`src/rtl/dtc_pkg.sv`:
```
package dtc_pkg;
   typedef enum logic [1:0] {
      SEL_TIMER = 2'd0,
      SEL_BURST = 2'd1,
      SEL_ADDR  = 2'd2,
      SEL_BCNT  = 2'd3
   } dtc_sel_e;

   localparam int unsigned BC_PAD_W = 4;
endpackage

```
`src/rtl/dtc_limit_counter.sv`:
```
module dtc_limit_counter #(
   parameter int unsigned W = 8
) (
   input  logic         clk,
   input  logic         rst_n,
   input  logic         clr,
   input  logic         inc,
   input  logic [W-1:0] limit,
   output logic         hit
);
   logic [W-1:0] cnt_q;

   assign hit = (cnt_q >= limit);

   always_ff @(posedge clk or negedge rst_n) begin
      if (!rst_n)            cnt_q <= '0;
      else if (clr)          cnt_q <= '0;
      else if (inc && !hit)  cnt_q <= cnt_q + 1'b1;
   end
endmodule

```
`src/rtl/dtc_addr_unit.sv`:
```
module dtc_addr_unit #(
   parameter int unsigned ADDR_W = 32,
   parameter int unsigned BC_W   = 12
) (
   input  logic              clk,
   input  logic              rst_n,
   input  logic              ld_addr,
   input  logic              ld_bc,
   input  logic [ADDR_W-1:0] addr_in,
   input  logic [BC_W-1:0]   bc_in,
   input  logic              step,
   output logic [ADDR_W-1:0] addr,
   output logic [BC_W-1:0]   bc,
   output logic              empty
);
   assign empty = (bc == '0);

   always_ff @(posedge clk or negedge rst_n) begin
      if (!rst_n)             addr <= '0;
      else if (ld_addr)       addr <= addr_in;
      else if (step && !empty) addr <= addr + 1'b1;
   end

   always_ff @(posedge clk or negedge rst_n) begin
      if (!rst_n)             bc <= '0;
      else if (ld_bc)         bc <= bc_in;
      else if (step && !empty) bc <= bc + 1'b1;
   end
endmodule

```
`src/rtl/dtc_release_ctl.sv`:
```
module dtc_release_ctl (
   input  logic clk,
   input  logic rst_n,
   input  logic grant,
   input  logic tmr_hit,
   input  logic xfer_hit,
   input  logic idle,
   output logic rel
);
   logic cause;

   assign cause = tmr_hit | xfer_hit | idle;

   always_ff @(posedge clk or negedge rst_n) begin
      if (!rst_n)      rel <= 1'b0;
      else if (!grant) rel <= 1'b0;
      else             rel <= rel | cause;
   end
endmodule

```
`src/rtl/dma_tenure_ctrl.sv`:
```
module dma_tenure_ctrl
   import dtc_pkg::*;
#(
   parameter int unsigned DATA_W    = 32,
   parameter int unsigned ADDR_W    = 32,
   parameter int unsigned TMR_W     = 16,
   parameter int unsigned BURST_W   = 8,
   parameter int unsigned BC_W      = 12,
   parameter bit          HAS_TIMER = 1'b1
) (
   input  logic              clk,
   input  logic              rst_n,
   input  logic              bus_grant,
   input  logic              xfer_strobe,
   input  logic              work_pending,
   input  logic              timer_en,
   input  logic              test_en,
   input  logic              halted,
   input  logic              reg_wr,
   input  logic [1:0]        reg_sel,
   input  logic [DATA_W-1:0] reg_wdata,
   output logic [DATA_W-1:0] reg_rdata,
   output logic              release_req,
   output logic [ADDR_W-1:0] mem_addr,
   output logic              buf_empty
);
   localparam int unsigned BC_RD_W = BC_W + BC_PAD_W;

   if (TMR_W > DATA_W || BURST_W > DATA_W || ADDR_W > DATA_W) begin : g_bad_width
      $error("dma_tenure_ctrl: register wider than data port");
   end
   if (BC_RD_W > DATA_W) begin : g_bad_bc
      $error("dma_tenure_ctrl: byte counter and pad exceed data port");
   end
   if (TMR_W == 0 || BURST_W == 0 || BC_W == 0) begin : g_bad_zero
      $error("dma_tenure_ctrl: zero-width field");
   end

   dtc_sel_e          sel;
   logic              wr_ok;
   logic [TMR_W-1:0]  tmr_lim_q;
   logic [BURST_W-1:0] burst_lim_q;
   logic [BC_W-1:0]   bc;
   logic              step;
   logic              tmr_hit;
   logic              xfer_hit;

   assign sel   = dtc_sel_e'(reg_sel);
   assign wr_ok = reg_wr & halted;
   assign step  = bus_grant & xfer_strobe;

   always_ff @(posedge clk or negedge rst_n) begin
      if (!rst_n) begin
         tmr_lim_q <= '1;
      end else if (wr_ok && sel == SEL_TIMER) begin
         if (test_en) tmr_lim_q <= tmr_lim_q - 1'b1;
         else         tmr_lim_q <= reg_wdata[TMR_W-1:0];
      end
   end

   always_ff @(posedge clk or negedge rst_n) begin
      if (!rst_n)                          burst_lim_q <= '1;
      else if (wr_ok && sel == SEL_BURST)  burst_lim_q <= reg_wdata[BURST_W-1:0];
   end

   if (HAS_TIMER) begin : g_timer
      logic tmr_raw;
      dtc_limit_counter #(.W(TMR_W)) i_tmr_cnt (
         .clk   (clk),
         .rst_n (rst_n),
         .clr   (!bus_grant),
         .inc   (1'b1),
         .limit (tmr_lim_q),
         .hit   (tmr_raw)
      );
      assign tmr_hit = tmr_raw & timer_en & bus_grant;
   end else begin : g_no_timer
      assign tmr_hit = 1'b0;
   end

   dtc_limit_counter #(.W(BURST_W)) i_xfer_cnt (
      .clk   (clk),
      .rst_n (rst_n),
      .clr   (!bus_grant),
      .inc   (step & ~buf_empty),
      .limit (burst_lim_q),
      .hit   (xfer_hit)
   );

   dtc_addr_unit #(.ADDR_W(ADDR_W), .BC_W(BC_W)) i_addr (
      .clk     (clk),
      .rst_n   (rst_n),
      .ld_addr (wr_ok && sel == SEL_ADDR),
      .ld_bc   (wr_ok && sel == SEL_BCNT),
      .addr_in (reg_wdata[ADDR_W-1:0]),
      .bc_in   (reg_wdata[BC_W-1:0]),
      .step    (step),
      .addr    (mem_addr),
      .bc      (bc),
      .empty   (buf_empty)
   );

   dtc_release_ctl i_rel (
      .clk      (clk),
      .rst_n    (rst_n),
      .grant    (bus_grant),
      .tmr_hit  (tmr_hit),
      .xfer_hit (xfer_hit),
      .idle     (~work_pending),
      .rel      (release_req)
   );

   always_comb begin
      reg_rdata = '0;
      if (halted) begin
         unique case (sel)
            SEL_TIMER: reg_rdata[TMR_W-1:0]   = tmr_lim_q;
            SEL_BURST: reg_rdata[BURST_W-1:0] = burst_lim_q;
            SEL_ADDR:  reg_rdata[ADDR_W-1:0]  = mem_addr;
            SEL_BCNT: begin
               reg_rdata[BC_RD_W-1:BC_W] = '1;
               reg_rdata[BC_W-1:0]       = bc;
            end
            default:   reg_rdata = '0;
         endcase
      end
   end
endmodule

```
`config.mk`:
```
export PLATFORM = sky130hd
export DESIGN_NAME = dma_tenure_ctrl
export DESIGN_NICKNAME = d
export VERILOG_FILES = /design/src/rtl/dtc_pkg.sv /design/src/rtl/dtc_limit_counter.sv /design/src/rtl/dtc_addr_unit.sv /design/src/rtl/dtc_release_ctl.sv /design/src/rtl/dma_tenure_ctrl.sv
export SDC_FILE = /design/constraint.sdc
export NUM_CORES = 1
export LEC_CHECK = 0
export CORE_AREA = 2 2 225 116
export CTS_CLUSTER_SIZE = 30
export DETAILED_ROUTE_END_ITERATION = 10
export DIE_AREA = 0 0 227 118
export SYNTH_ARGS = -nofsm -noshare
export SYNTH_HDL_FRONTEND = slang
export SYNTH_SLANG_ARGS = --single-unit
export TNS_END_PERCENT = 20
```
`constraint.sdc`:
```
create_clock -name clk -period 2.92 [get_ports clk]
set_clock_uncertainty 0.1 [all_clocks]
set_input_delay 0.438 -clock clk [delete_from_list [all_inputs] [get_ports clk]]
set_output_delay 0.438 -clock clk [all_outputs]
set_load 0.1 [all_outputs]
```
Word level (Yosys, flattened, before mapping)
Index checks and enable logic that the tools add are counted.
- $add $sub $neg: 5
- multipliers: 0
- div/mod/pow operators: 0
- magnitude comparators: 2
- equal/unequal tests: 5
- shifts and indexed selects: 0
- multiplexer cells: 14
- bitwise gates (word level): 10
- reductions and logical operators: 12
- operator list (cell ; count):
    32-bit 2-to-1 mux ; 3
    16-bit 2-to-1 mux ; 4
    32-bit by 1-bit adder with 32-bit output, second input constant ; 1
    8-bit one-hot mux with 4 select lines ; 1
    12-bit 2-to-1 mux ; 2
    8-bit one-hot mux with 3 select lines ; 1
    16-bit by 1-bit adder with 16-bit output, second input constant ; 1
    16-bit >= comparator ; 1
    8-bit 2-to-1 mux ; 2
    16-bit by 1-bit subtractor with 16-bit output, second input constant ; 1
    12-bit by 1-bit adder with 12-bit output, second input constant ; 1
    12-bit zero test ; 1
    8-bit by 1-bit adder with 8-bit output, second input constant ; 1
    8-bit >= comparator ; 1
    1-bit logical AND ; 6
    1-bit bitwise AND ; 5
    2-bit == test, second input constant ; 2
    2-bit nonzero test ; 2
    1-bit bitwise OR ; 3
    2-bit by 1-bit == test with 1-bit output, second input constant ; 1
    1-bit zero test ; 2
    2-bit zero test ; 1
    2-bit by 1-bit inequality test with 1-bit output, second input constant ; 1
    2-bit inequality test, second input constant ; 1
    other kinds (2) ; 3
- flip-flop bits (word level): 93
- latch bits: 0
- RAM bits: 0
- memory bits (read-only): 0
- input bits: 43
- output and inout port bits: 66
- memories kept: 0

Depth between registers and ports, before layout
- word-level depth: 7
- mapped depth: 9
- gate-level depth less buffers: 8

Cells and area by module
A second synthesis with hierarchy kept.
- cells, all modules: 760
- area total of the unflattened synthesis: 6790.3 µm²
- by module, submodules not included (module ; instances ; cells an instance ; area each (µm²)):
    dtc_addr_unit ; 1 ; 322 ; 2808.9
    dma_tenure_ctrl ; 1 ; 217 ; 1964.4
    dtc_limit_counter (g_timer.i_tmr_cnt) ; 1 ; 146 ; 1297.5
    dtc_limit_counter (i_xfer_cnt) ; 1 ; 73 ; 683.2
    dtc_release_ctl ; 1 ; 2 ; 36.3

Least setup slack after synthesis
OpenSTA, ideal clock, no wires.
- path type: input port to output port
- from: input reg_sel[0]
- to: output reg_rdata[13]
- data arrival time: 3.533 ns
- data required time: 2.382 ns
- path slack: -1.151 ns
- stages: 5
- buffers on the path: 3
- cell sequence: clkbuf_1 buf_2 clkbuf_1 o21ai_0 a21boi_0
- word-level cells in the longest chain between the ends: 3
- elaborated cells between the ends (all ways): 5
- RTL lines (what ; RTL line ; source):
    from (decl) ; dma_tenure_ctrl.sv:20 ; input logic [1:0] reg_sel,
    2-bit == test or 2-bit zero test (tied branches) ; dma_tenure_ctrl.sv:116 ; unique case (sel)
    8-bit one-hot mux with 3 select lines (*) ; dma_tenure_ctrl.sv:116 ;
    32-bit 2-to-1 mux (*) ; dma_tenure_ctrl.sv:115 ; if (halted) begin
    to (decl) ; dma_tenure_ctrl.sv:22 ; output logic [DATA_W-1:0] reg_rdata,
Every way passes the cells marked *; elsewhere a longest branch is shown, timed or not.

Worst setup path after layout
- from: input reg_sel[0]
- to: output reg_rdata[2]
- word-level cells in the longest chain between the ends: 3
- elaborated cells between the ends (all ways): 6
- RTL lines (what ; RTL line):
    2-bit == test, or another cell as far along ; dma_tenure_ctrl.sv:116
    8-bit one-hot mux with 4 select lines (*) ; dma_tenure_ctrl.sv:116
    32-bit 2-to-1 mux (*) ; dma_tenure_ctrl.sv:115
Marks and branches as above.

==> metrics.txt <==
outcome complete, no violations; maximum fanout along the worst path 8; initial antenna violation count 0; GR peak layer met1; cts bufs inserted 9; vias in the first global route 5109; Worst Hold Class in2async; largest net degree at the start of global routing 94; final WL 20.1 mm; placed inst area 7960 um2; die span in y 118 um; CTS Root Cell clkbuf_16; Die Footprint 26800 um2; syn_nets 767; Worst-Margin Slew 0.728 ns; critical path cell sequence clkdlybuf4s50_1 > buf_4 > mux4_2 > and2_1 > buf_12; Critical Path RT 2.38 ns; Ys Warns 0; drt first pass iters 5; RSZ-0062 raised after global routing false; Area growth, synth to finish 34.2%; crit-path max cell delay 0.73 ns; most frequent cells in the layout 87 x a21oi_1, 70 x nor2_1, 69 x dfrtp_1, 49 x buf_4, 48 x nand2_1; All-Layer GR Usage 0.155; count of pins over their slew limit 0; power share of the sequential group 0.343; post-synthesis cell area 6150 um2; top_reg_cell synth dfrtp_1; 1st-iter DRT viols 426; post-route cell area 8260 um2; CTS max path bufs 2; crit path to reg_rdata[2]; pwr dens 757 nW/um2; met2 Use GR 0.197; period utilisation layout 0.972; worst r2r src tmr_lim_q[13]; Starting Density 0.248; crit end category output port; top cell type by total area after synthesis dfrtp_1; Clock Sinks 93; PnR Total Power 0.00625 W; top-area cell type share of the netlist area 0.281; first-pass GRT wire length 31.5 mm; Gate power share 0.469; worst skew pair latency 0.36 ns; Vias/cell 4.85; Syn Inst Count 694; H-tree depth 3; end of the worst register-to-register path g_timer.i_tmr_cnt.cnt_q[10]; Post-CTS Resized 0; Startpoint Class primary input; Critical Path AT 2.30 ns; pre-CTS WS 0.0709 ns; Reg2Reg Depth 8; Hold Buf Count CTS 0; diode count 0; setup ws final 0.0809 ns; switching part of the total 0.491; fraction of layout cells with a size suffix above 1 0.195; met1 usage 0.253; Clk pin slew, worst setup/hold paths 0.07 ns; std cell rows 41; Clk pwr share 0.187; Final setup viols 0; most common cell after layout, fill and taps aside a21oi_1; R2R Setup Slk 0.18 ns; switching power 0.00307 W; post-synth cell types 52; Max Freq 352 MHz; Crit. Startpoint reg_sel[0]; Crit-path slowest cell clkdlybuf4s50_1; number of synthesized register bits 93; core box area 24800 um2; final-report hold violation count 0; GR Overflow Total 0; EDFF count, synth 0; routed via count 5581; async set-reset flop share out of synthesis 1.00; routed length per instance 17.5 um; Internal 0.00319 W; Synth area leaders dfrtp_1 28%, dfstp_2 10%, a21oi_1 7.1%; max-capacitance violation count 0; Final ANT Viol Nets 0; DRC 0; DPL Wire Length 15.6 mm; number of I/O port buffers 108; worst hold margin 0.0263 ns; nets 874; Leak 3.43 nW; I/O Pins 109; syn avg cell area 8.87 um2; Crit Path Category in2out; Final min period 2.84 ns; CTS tree yes; post-synthesis sequential area ratio 0.383; Rel. slew slack 0.515; met3 GRT Util 0.0409; maximum vdd drop 0.319 mV; GPL Wtd Cong 0.837; die width 227 um
## registers in the layout, indices dropped and copies added (netlist names)
name and cells:
i_xfer_cnt.cnt_q 8, burst_lim_q 8, tmr_lim_q 16, i_rel.rel 1, g_timer.i_tmr_cnt.cnt_q 16, i_addr.addr 32
i_addr.bc 12
## power by group through the flow
stage	combinational [W]	sequential (W)	clock, W
4_1_cts	0.00295	0.00214	0.00119
2_1_floorplan	0.00120	0.00293	0
3_5_place_dp	0.00293	0.00216	0
6_report	0.00293	0.00215	0.00117
3_3_place_gp	0.00291	0.00216	0
5_1_grt	0.00309	0.00220	0.00125
## area by class of cell
| class | instances | area, um2 |
|---|---|---|
| fillers | 2590 | 16600 |
| multi-input cells | 529 | 3510 |
| flip-flops and latches | 93 | 2360 |
| repair buffers | 127 | 1520 |
| well taps | 344 | 430 |
| clock buffers | 13 | 260 |
| inverters | 41 | 154 |
| clock inverters | 3 | 20.0 |
## critical path: cells and delay by family
kind / cells / cell delay (ns)
and+or+nand+nor: 1 / 0.20
muxes: 1 / 0.51
buffers and inverters: 3 / 1.14
## metrics by stage
step                      TNS (ns)   util  instances
after floorplan              -1.26      -        694
after global placement           0  0.321       1132
after detailed placement         0  0.321       1132
after CTS                        0  0.332       1148
after global routing             0  0.332       1150
final                            0  0.332       1150
## timing repair
item,4_1_cts,5_1_grt
hold endpoints to repair,0,0
endpoints found under the setup margin,0,4
buffers inserted,0,2
## logic make-up after synthesis
logic type | share of synthesized area
xor gates and xnor gates | 0.0669
DFF | 0.383
adders and majority gates | 0.0610
muxes | 0.0620
AOI/OAI and AO/OA | 0.143
buffers and inverters | 0.0468
and+or+nand+nor | 0.237
## how the worst min path moves through the flow
stage / slack, ns / endpoint / start / cells past startpoint
2_1_floorplan: 0.04 / g_timer.i_tmr_cnt.cnt_q[0] / rst_n / 0
3_3_place_gp: 0.40 / i_rel.rel / i_rel.rel / 2
3_5_place_dp: 0.41 / i_rel.rel / i_rel.rel / 2
4_1_cts: 0.06 / i_addr.addr[13] / rst_n / 2
5_1_grt: 0.07 / g_timer.i_tmr_cnt.cnt_q[13] / rst_n / 2
6_report: 0.03 / g_timer.i_tmr_cnt.cnt_q[15] / rst_n / 2
## cell usage after synthesis, types with 2 or more instances
library cell	count
and3_1	21
nor4b_4	2
nor2_1	70
nand4_1	23
or3_1	14
a21boi_0	4
buf_2	6
o21ai_1	2
a21o_1	3
o22ai_1	7
o32ai_1	2
inv_1	41
and2_1	30
a22oi_1	3
ha_1	30
nor3_1	8
mux4_2	8
dfstp_2	24
o21ai_0	36
mux2_2	9
o31ai_1	3
or4_1	4
nand3_1	31
xor2_1	24
and4_1	5
a21oi_1	87
nand2_1	49
xnor2_1	23
dfrtp_1	69
clkbuf_1	24
mux2i_1	10
nand2b_1	2
## layer usage
metal | vias to the layer above | share of wire
li1 | 2672 | -
met2 | 182 | 0.39
met5 | - | 0
met1 | 2716 | 0.52
met4 | 0 | 0.0047
met3 | 11 | 0.078
No activity file was read; power rests on OpenSTA's default activity.
